$ cat config.mk
export PLATFORM = sky130hd
export DESIGN_NAME = sbm_branch_gen
export DESIGN_NICKNAME = d
export VERILOG_FILES = /design/src/rtl/sbm_pkg.sv /design/src/rtl/sbm_stream_gen.sv /design/src/rtl/sbm_branch_and.sv /design/src/rtl/sbm_branch_gen.sv
export SDC_FILE = /design/constraint.sdc
export NUM_CORES = 1
export LEC_CHECK = 0
export CAP_MARGIN = 30
export CORE_UTILIZATION = 45
export DETAILED_ROUTE_END_ITERATION = 16
export MAX_ROUTING_LAYER = met4
export PLACE_DENSITY = 0.76
export SYNTH_ARGS = -nofsm -noshare
export SYNTH_HDL_FRONTEND = slang
export SYNTH_SLANG_ARGS = --single-unit
$ cat constraint.sdc
create_clock -name clk -period 6.3 [get_ports clk]
set_input_delay 0.63 -clock clk [delete_from_list [all_inputs] [get_ports clk]]
set_output_delay 0.63 -clock clk [all_outputs]
set_load 0.005 [all_outputs]
$ cat src/rtl/sbm_pkg.sv
package sbm_pkg;
    parameter int unsigned PROB_W   = 7;
    localparam int unsigned NUM_BR  = 4;
    localparam int unsigned NUM_CH  = 2;   // channel 0 systematic, 1 parity

    function automatic int unsigned br_idx(input int unsigned info_b, input int unsigned par_b);
        return 2 * info_b + par_b;
    endfunction
endpackage

$ cat src/rtl/sbm_stream_gen.sv
module sbm_stream_gen #(
    parameter int unsigned W = sbm_pkg::PROB_W
) (
    input  logic [W-1:0] prob,
    input  logic [W-1:0] rnd,
    output logic         bit_one,
    output logic         bit_zero
);
    localparam logic [W-1:0] FULL = '1;

    logic [W-1:0] compl_p;

    always_comb begin
        compl_p  = FULL - prob;
        bit_one  = (rnd < prob);
        bit_zero = (rnd < compl_p);
    end
endmodule

$ cat src/rtl/sbm_branch_and.sv
module sbm_branch_and #(
    parameter int unsigned NB = sbm_pkg::NUM_BR
) (
    input  logic          ext_bit,
    input  logic [1:0]    sys_s,    // index = information bit value
    input  logic [1:0]    par_s,    // index = parity bit value
    output logic [NB-1:0] gamma
);
    logic [1:0] ext_s;
    assign ext_s = {ext_bit, ~ext_bit};

    for (genvar j = 0; j < 2; j++) begin : g_info
        for (genvar k = 0; k < 2; k++) begin : g_par
            assign gamma[sbm_pkg::br_idx(j, k)] = ext_s[j] & sys_s[j] & par_s[k];
        end
    end
endmodule

$ cat src/rtl/sbm_branch_gen.sv
module sbm_branch_gen #(
    parameter int unsigned PROB_W = sbm_pkg::PROB_W,
    parameter int unsigned NUM_BR = sbm_pkg::NUM_BR
) (
    input  logic              clk,
    input  logic              rst,
    input  logic              start,
    input  logic [PROB_W-1:0] sys_prob,
    input  logic [PROB_W-1:0] par_prob,
    input  logic              ext_in,
    input  logic [PROB_W-1:0] rnd_sys,
    input  logic [PROB_W-1:0] rnd_par,
    output logic [NUM_BR-1:0] gamma_o
);
    localparam int unsigned NCH = sbm_pkg::NUM_CH;

    typedef struct packed {
        logic [PROB_W-1:0] sys_p;
        logic [PROB_W-1:0] par_p;
        logic [NUM_BR-1:0] gamma;
    } state_t;

    state_t state_d, state_q;

    logic [PROB_W-1:0] eff_p   [NCH];
    logic [PROB_W-1:0] rnd_v   [NCH];
    logic [NCH-1:0]    s_one, s_zero;
    logic [NUM_BR-1:0] gamma_c;

    // Probabilities in force this cycle: new ones on a start edge.
    always_comb begin
        eff_p[0] = start ? sys_prob : state_q.sys_p;
        eff_p[1] = start ? par_prob : state_q.par_p;
        rnd_v[0] = rnd_sys;
        rnd_v[1] = rnd_par;
    end

    for (genvar c = 0; c < NCH; c++) begin : g_chan
        sbm_stream_gen #(.W(PROB_W)) u_gen (
            .prob     (eff_p[c]),
            .rnd      (rnd_v[c]),
            .bit_one  (s_one[c]),
            .bit_zero (s_zero[c])
        );
    end

    sbm_branch_and #(.NB(NUM_BR)) u_and (
        .ext_bit (ext_in),
        .sys_s   ({s_one[0], s_zero[0]}),
        .par_s   ({s_one[1], s_zero[1]}),
        .gamma   (gamma_c)
    );

    always_comb begin
        state_d       = state_q;
        state_d.gamma = gamma_c;
        if (start) begin
            state_d.sys_p = sys_prob;
            state_d.par_p = par_prob;
        end
    end

    always_ff @(posedge clk) begin
        if (rst) state_q <= '0;
        else     state_q <= state_d;
    end

    assign gamma_o = state_q.gamma;

    // extrinsic bit gates the opposite information-bit row.
    p_ext_one_r6: assert property (@(posedge clk) disable iff (rst)
        ext_in |=> (gamma_o[1:0] == 2'b00));
    p_ext_zero_r6: assert property (@(posedge clk) disable iff (rst)
        !ext_in |=> (gamma_o[3:2] == 2'b00));
    // stored probabilities hold without start.
    p_hold_r2: assert property (@(posedge clk) disable iff (rst)
        !start |=> ($stable(state_q.sys_p) && $stable(state_q.par_p)));
    // a random value at or above the stored probability silences the 1 row.
    p_rnd_high_r3: assert property (@(posedge clk) disable iff (rst)
        (!start && (rnd_sys >= state_q.sys_p)) |=> (gamma_o[3:2] == 2'b00));
    // at most one information-bit row can be active.
    p_row_limit_r4: assert property (@(posedge clk) disable iff (rst)
        $countones(gamma_o) <= 2);
endmodule

Yosys cells after proc, flatten, opt, wreduce, memory -nomap -nowiden
Cells that the tools add are included.

storage, ports and cells
  register bits = 18
  bits of input ports = 32
  output and inout bits = 4
  logic and storage cells = 18

cells by class
  $add $sub $neg = 2
  order comparisons = 4
  mux-type cells = 2
  bitwise gates (word level) = 7

operators with widths
  kind                   count
  $lt A7 B7 Y1           4
  $mux W7                2
  $sub A7 B7 Y7 const A  2
  $and A1 B1 Y1          6
  $not A1 Y1             1

Logic depth before layout (Yosys ltp)
Gate-level depths: netlist of run 1.

  word-level depth = 5
  mapped depth = 9

Cells and area by module
Synthesis of run 1 repeated with hierarchy kept, for this count alone.

unflattened totals
  cells, all modules = 136
  area, all modules = 1363.8 um^2

modules (own cells, without submodules)
  module          times used  cells each  area each (um^2)  sequential area each (um^2)
  sbm_branch_gen  1           56          745.7             360.3
  sbm_stream_gen  2           38          292.8             0.0
  sbm_branch_and  1           4           32.5              0.0

Worst setup path before layout of run 1
No wires, ideal clock.

  path type = input -> register
  start point = input start
  end point = register state_q, in the netlist gamma_o[1]
  data arrival time = 2.324 ns
  data required time = 6.183 ns
  setup slack = 3.860 ns
  cell stages on the path = 8
  path buffers = 2
  cell sequence = buf_6 buf_4 mux2i_1 ha_1 or4b_1 a21oi_1 a211o_1 nor2_1

between the ends
  cells in the longest elaborated chain, start to end = 5
  elaborated cells between the ends (all ways) = 7
  those cells by class = add/sub: 1; order compare: 2; mux: 2; bitwise: 2

ends and longest elaborated chain
  item                    line                  source
  start: declaration      sbm_branch_gen.sv:7   input logic start,
  $mux W7                 sbm_branch_gen.sv:32  eff_p[0] = start ? sys_prob : state_q.sys_p;
  $sub A7 B7 Y7           sbm_stream_gen.sv:14  compl_p = FULL - prob;
  $lt A7 B7 Y1            sbm_stream_gen.sv:16  bit_zero = (rnd < compl_p);
  $and A1 B1 Y1           sbm_branch_and.sv:14  assign gamma[sbm_pkg::br_idx(j, k)] = ext_s[j] & sys_s[j] & par_s[k];
  $and A1 B1 Y1 *         sbm_branch_and.sv:14
  end signal: assignment  sbm_branch_gen.sv:65  else state_q <= state_d;
  end: declaration        sbm_branch_gen.sv:23  state_t state_d, state_q;

Every way passes the cells marked *; elsewhere a longest branch is shown, timed or not.
A chain may end at the register's enable or synchronous reset.

Worst setup path after layout of run 1
  start point = input start
  end point = register state_q, in the netlist gamma_o[3]

between the ends
  cells in the longest elaborated chain, start to end = 4
  elaborated cells between the ends (all ways) = 6
  those cells by class = order compare: 2; mux: 2; bitwise: 2

ends and longest elaborated chain
  item             line                  source
  $mux W7          sbm_branch_gen.sv:32
  $lt A7 B7 Y1     sbm_stream_gen.sv:15  bit_one = (rnd < prob);
  $and A1 B1 Y1    sbm_branch_and.sv:14
  $and A1 B1 Y1 *  sbm_branch_and.sv:14

Marks and branches as above.

==> results of run 1 <==
## worst paths after layout
path / start / endpoint / slack (ns) / depth (start not counted)
setup reg to reg: state_q[8] / gamma_o[3] / 4.33 / 6
hold / removal: state_q[17] / state_q[17] / 0.54 / 2
setup / recovery: start / gamma_o[3] / 3.04 / 7
hold reg to reg: state_q[17] / state_q[17] / 0.54 / 2
## state kept, by name, indices dropped and copies added, names as in the netlist
register	count
state_q	14
gamma_o	4
## cells by family (layout without fill, tap and decap cells)
| group | Yosys count | after routing |
|---|---|---|
| AND/OR/NAND/NOR | 33 | 33 |
| adder cells (fa/ha/maj) | 26 | 26 |
| AO/OA/AOI/OAI | 21 | 21 |
| buffers and inverters | 21 | 53 |
| flip-flops | 18 | 18 |
| multiplexers | 14 | 14 |
## power by group
group / switching (uW) / internal (uW) / leakage (uW)
clock network: 33.3 / 35.1 / 0.0000210
logic: 39.2 / 47.3 / 0.000632
registers: 2.15 / 121 / 0.000148
## tightest hold or removal path, delay by kind of cell, from the launching register on
kind | cells | cell delay, ns
flip-flops | 1 | 0.32
multiplexers | 1 | 0.09
AND/OR/NAND/NOR | 1 | 0.09
## layout make-up
class,count,area [um^2],area share
multi-input combinational,94,813,0.493
sequential,18,360,0.218
timing repair buffer,35,350,0.212
inverter,14,52.6,0.0318
tap,30,37.5,0.0227
clock buffer,4,36.3,0.0220
## metrics by stage
| step | total power (uW) | std cells | worst slack, ns | instance area, um^2 |
|---|---|---|---|---|
| 2_1_floorplan | 177 | 133 | 3.86 | 1280 |
| 3_3_place_gp | 209 | 191 | 2.82 | 1610 |
| 3_5_place_dp | 212 | 191 | 2.76 | 1610 |
| 4_1_cts | 282 | 195 | 3.08 | 1650 |
| 5_1_grt | 296 | 195 | 2.91 | 1650 |
| 6_report | 278 | 195 | 3.04 | 1650 |
## per-layer routing
| metal | wire length [um] | up-vias |
|---|---|---|
| met4 | 27 | 0 |
| li1 | - | 522 |
| met1 | 1110 | 477 |
| met5 | 0 | - |
| met3 | 130 | 2 |
| met2 | 1250 | 29 |
## cell usage after synthesis (all sizes together), types with 3 or more instances
| cell | instances | area share |
|---|---|---|
| buf | 6 | 0.038 |
| nand2b | 3 | 0.017 |
| a21oi | 5 | 0.020 |
| nor3 | 4 | 0.016 |
| a211o | 4 | 0.027 |
| ha | 26 | 0.25 |
| inv | 14 | 0.041 |
| dfxtp | 18 | 0.28 |
| nor2 | 18 | 0.053 |
| mux2i | 14 | 0.13 |
==> impl_metrics.py, run 1 <==
metrics = {
    "grt": {
        "grt_overflow": 0,
        "grt_pass1_wl_mm": 4.36,
        "grt_pass1_vias": 1045,
        "grtUsageMet1": 0.191,
        "grt.busiest_layer": "met2",
        "grt_max_degree": 17,
        "grt_usage": 0.179,
        "grt_util_met3": 0.0304,
        "antenna_found_initial": 0,
        "grt_use_met2": 0.327,
    },
    "synthesis": {
        "synth_ff_type": "dfxtp_1",
        "avgSynthCellArea_um2": 9.61,
        "synth_xor_area_frac": 0,
        "synth_fp_nets": 191,
        "synth_cell_types": 30,
        "ys_warn_count": 0,
        "muxShareOfSynthArea": 0.129,
        "synth_top_family_by_area": "adder cells",
        "netlist_instances": 133,
        "synth-compound-area-share": 0.118,
        "synthSimpleGateAreaFrac": 0.134,
        "netlist_area_mm2": 0.00128,
        "yosysSeqAreaShare": 0.282,
        "ys_ff_latch": 18,
        "synthAdderAreaFrac": 0.254,
        "synthArstFlopShare": 0,
        "synth_edf_count": 0,
    },
    "drt": {
        "dr.pass1.iters": 4,
        "post_drt_wl_per_cell_um": 12.9,
        "detail-route-antenna-nets": 0,
        "vias_per_cell": 5.28,
        "routed_wl_mm": 2.51,
        "vias": 1030,
        "drc": 0,
        "drtIter0Drc": 9,
    },
    "setup_path": {
        "max_stage_delay_ns": 1.09,
        "path_buf_inv": 1,
        "crit_fanout": 14,
        "slowest_stage": "clkdlybuf4s50_1",
        "cp-start-kind": "primary input",
        "critPathKind": "in -> reg",
        "required_ns": 6.52,
        "cp-end-kind": "register",
        "crit_family": "buffers and inverters",
        "worst_ep_arrival_time_ns": 3.49,
        "path_cells": "clkdlybuf4s50_1, mux2i_1, ha_1, and4_2, a2111oi_0, o21ai_1, nor2_1",
    },
    "cells_and_area": {
        "utilization": 0.637,
        "final_cell_mix": "35 x clkdlybuf4s50_1, 26 x ha_1, 18 x nor2_1, 18 x dfxtp_1, 14 x inv_1",
        "n_antenna_cell": 0,
        "drive_gt1_frac": 0.0545,
        "final_nets": 224,
        "n_fill_cell": 238,
        "area_growth_pct": 29.1,
        "layout.cells.most_common": "clkdlybuf4s50_1",
    },
    "timing": {
        "slew_violations": 0,
        "timing.fmax_mhz": 306,
        "slew_headroom": 0.364,
        "final_hold_viol_count": 0,
        "fin_crit_ns": 3.26,
        "finClkSkew_ns": 0.00349,
        "rsz0062_at_grt": "false",
        "tns_ns": 0,
        "period_share": 0.518,
        "setup_viol": 0,
        "timing.hold.ws_ns": 0.539,
        "max_slew.worst_pin.slew_ns": 0.950,
    },
    "floorplanning": {
        "dieArea_mm2": 0.00306,
        "fp-row-count": 18,
        "die_w_um": 55.3,
        "core_area_mm2": 0.00259,
        "start_util": 0.494,
        "die_h_um": 55.3,
        "io_pins": 36,
    },
    "clocking": {
        "root_buffer": "clkbuf_4",
        "postCtsSetupBuffers": 0,
        "cts_max_level": 1,
        "holdBufCountCts": 0,
        "numCtsBuffers": 3,
        "cts_resized": 0,
        "clkLatencyLatePin_ns": 0.28,
        "cts.clk_slew.worst_paths_ns": 0.10,
        "clockBufferDepth": 2,
        "cts_tree": "built",
        "cts.sinks": 18,
    },
    "run_status": {
        "status": "complete, no violations",
    },
    "flow_run": {
        "cap_violations": 0,
    },
    "placed_design": {
        "place.gp.congestion": 0.846,
        "io_buffers": 35,
        "place_hpwl_mm": 2.06,
    },
    "power": {
        "p_leak_uw": 0.000802,
        "p_per_area_mw_per_mm2": 168,
        "max-vdd-ir-drop_v": 0.0000975,
    },
    "worst_hold_path": {
        "hold_class": "reg -> reg",
    },
}
Power figures use the tool's default switching activity.
==> run 2: changes to the inputs <==
--- a/config.mk
+++ b/config.mk
@@ -6,7 +6,7 @@
 export NUM_CORES = 1
 export LEC_CHECK = 0
 export CAP_MARGIN = 30
-export CORE_UTILIZATION = 45
+export CORE_UTILIZATION = 43
 export DETAILED_ROUTE_END_ITERATION = 16
 export MAX_ROUTING_LAYER = met4
 export PLACE_DENSITY = 0.76
==> constraint.sdc (replaced) <==
create_clock -name clk -period 2.83 [get_ports clk]
set_input_delay 0.283 -clock clk [delete_from_list [all_inputs] [get_ports clk]]
set_output_delay 0.283 -clock clk [all_outputs]
set_load 0.005 [all_outputs]
==> run 2 against run 1 <==
  * Via count is 0.58% higher
  * Largest cell class unchanged
  * Critical path depth rose by 1
  * Largest power group unchanged
  * Worst hold slack worse by 0.0057 ns
  * Utilization decreased by 3.4 points
  * Register-to-register slack got worse by 3.4 ns
==> impl_metrics.py, run 2 (synthesis gave the netlist of run 1 again) <==
metrics = {
    "clocking": {
        "clkLatencyLatePin_ns": 0.29,
        "root_buffer": "clkbuf_4",
        "numCtsBuffers": 3,
        "cts_tree": "built",
        "cts_resized": 0,
        "clockBufferDepth": 2,
        "holdBufCountCts": 0,
        "cts.sinks": 18,
        "cts.clk_slew.worst_paths_ns": 0.10,
        "postCtsSetupBuffers": 0,
        "cts_max_level": 1,
    },
    "grt": {
        "grt_overflow": 0,
        "grt_pass1_vias": 1088,
        "grt_max_degree": 17,
        "antenna_found_initial": 0,
        "grt_usage": 0.185,
        "grt_pass1_wl_mm": 4.55,
    },
    "drt": {
        "wl_met1_mm": 1.08,
        "vias_per_cell": 5.23,
        "drc": 0,
        "detail-route-antenna-nets": 0,
        "wl_met2_mm": 1.32,
        "drtIter0Drc": 14,
        "vias": 1036,
        "highest_layer": "met4",
        "post_drt_wl_per_cell_um": 13.0,
        "route.met3.wl_um": 141,
        "dr.pass1.iters": 3,
        "routed_wl_mm": 2.57,
    },
    "setup_path": {
        "path_cells": "clkdlybuf4s50_1, buf_12, mux2i_1, ha_1, or4b_1, a21oi_1, a211o_1, nor2_1",
        "slowest_stage": "or4b_1",
        "crit_fanout": 14,
        "max_stage_delay_ns": 0.54,
        "critPathKind": "in -> reg",
        "cp-end-kind": "register",
        "required_ns": 3.02,
        "crit_family": "buffers and inverters",
        "cp-start-kind": "primary input",
        "worst_ep_arrival_time_ns": 2.54,
        "path_buf_inv": 2,
    },
    "flow_run": {
        "cap_violations": 0,
    },
    "placed_design": {
        "place_ws_ns": 0.181,
        "place_inst": 194,
        "place_hpwl_mm": 2.15,
        "io_buffers": 35,
        "place.gp.congestion": 0.816,
    },
    "cells_and_area": {
        "layout.cells.most_common": "clkdlybuf4s50_1",
        "final_nets": 226,
        "n_antenna_cell": 0,
        "final_cell_mix": "35 x clkdlybuf4s50_1, 26 x ha_1, 18 x nor2_1, 18 x dfxtp_1, 14 x inv_1",
        "area_growth_pct": 31.3,
        "top_register": "state_q",
        "fin_cells": 198,
        "n_fill_cell": 245,
        "register_area_um2": 360,
        "largest_register_ffs": 14,
        "multi_input_area_um2": 813,
        "drive_gt1_frac": 0.0659,
    },
    "power": {
        "p_per_area_mw_per_mm2": 372,
        "max-vdd-ir-drop_v": 0.000314,
        "p_leak_uw": 0.000816,
        "finalPower_uw": 625,
    },
    "floorplanning": {
        "die_w_um": 56.5,
        "fp-row-count": 19,
        "io_pins": 36,
        "die_h_um": 56.5,
        "core_area_mm2": 0.00278,
        "dieArea_mm2": 0.00320,
        "start_util": 0.460,
    },
    "timing": {
        "rsz0062_at_grt": "false",
        "final_hold_viol_count": 0,
        "slew_violations": 0,
        "period_share": 0.831,
        "tns_ns": 0,
        "postLayoutSetupSlackWorst_ns": 0.479,
        "fin_crit_ns": 2.35,
        "timing.fmax_mhz": 425,
        "timing.hold.ws_ns": 0.534,
        "setup_viol": 0,
        "finClkSkew_ns": 0.00810,
        "max_slew.worst_pin.slew_ns": 0.592,
        "slew_headroom": 0.604,
    },
    "run_status": {
        "status": "complete, no violations",
    },
    "worst_hold_path": {
        "hold_class": "reg -> reg",
    },
}
==> run 2: area by class of cell <==
| class | instances | area share |
|---|---|---|
| clock buffers | 4 | 0.0216 |
| inverters | 14 | 0.0313 |
| multi-input cells | 94 | 0.484 |
| flip-flops and latches | 18 | 0.215 |
| well taps | 31 | 0.0231 |
| repair buffers | 37 | 0.225 |
==> run 2: path summary, 6_finish.rpt <==
path | startpoint | cells after the start | slack, ns | endpoint
max reg2reg | state_q[8] | 6 | 0.95 | gamma_o[3]
min reg2reg | state_q[9] | 2 | 0.53 | state_q[9]
max | start | 8 | 0.48 | gamma_o[1]
min | state_q[9] | 2 | 0.53 | state_q[9]
==> run 2: power by group <==
group | internal [uW] | leakage [uW] | switching [uW]
sequential | 269 | 0.000148 | 4.81
combinational | 109 | 0.000646 | 89.2
clock | 78.4 | 0.0000210 | 74.9
total | 456 | 0.000816 | 169
==> run 2: worst reg2reg max path, delay by kind of cell, from the launching register on <==
kind / cells / cell delay, ns
AOI/OAI and AO/OA: 2 / 0.56
adders and majority gates: 1 / 0.32
DFF: 1 / 0.31
muxes: 1 / 0.28
and+or+nand+nor: 2 / 0.36
==> run 2: metal layers <==
| metal | GRT usage | up-vias |
|---|---|---|
| met1 | 0.204 | 479 |
| met4 | 0.0383 | 0 |
| met2 | 0.328 | 31 |
| li1 | - | 522 |
| met5 | - | - |
| met3 | 0.0553 | 4 |
==> run 2: stage by stage <==
stage | utilization | cell area (um^2)
after floorplan | - | 1280
after global placement | 0.591 | 1640
after detailed placement | 0.591 | 1640
after CTS | 0.604 | 1680
after global routing | 0.604 | 1680
final | 0.604 | 1680
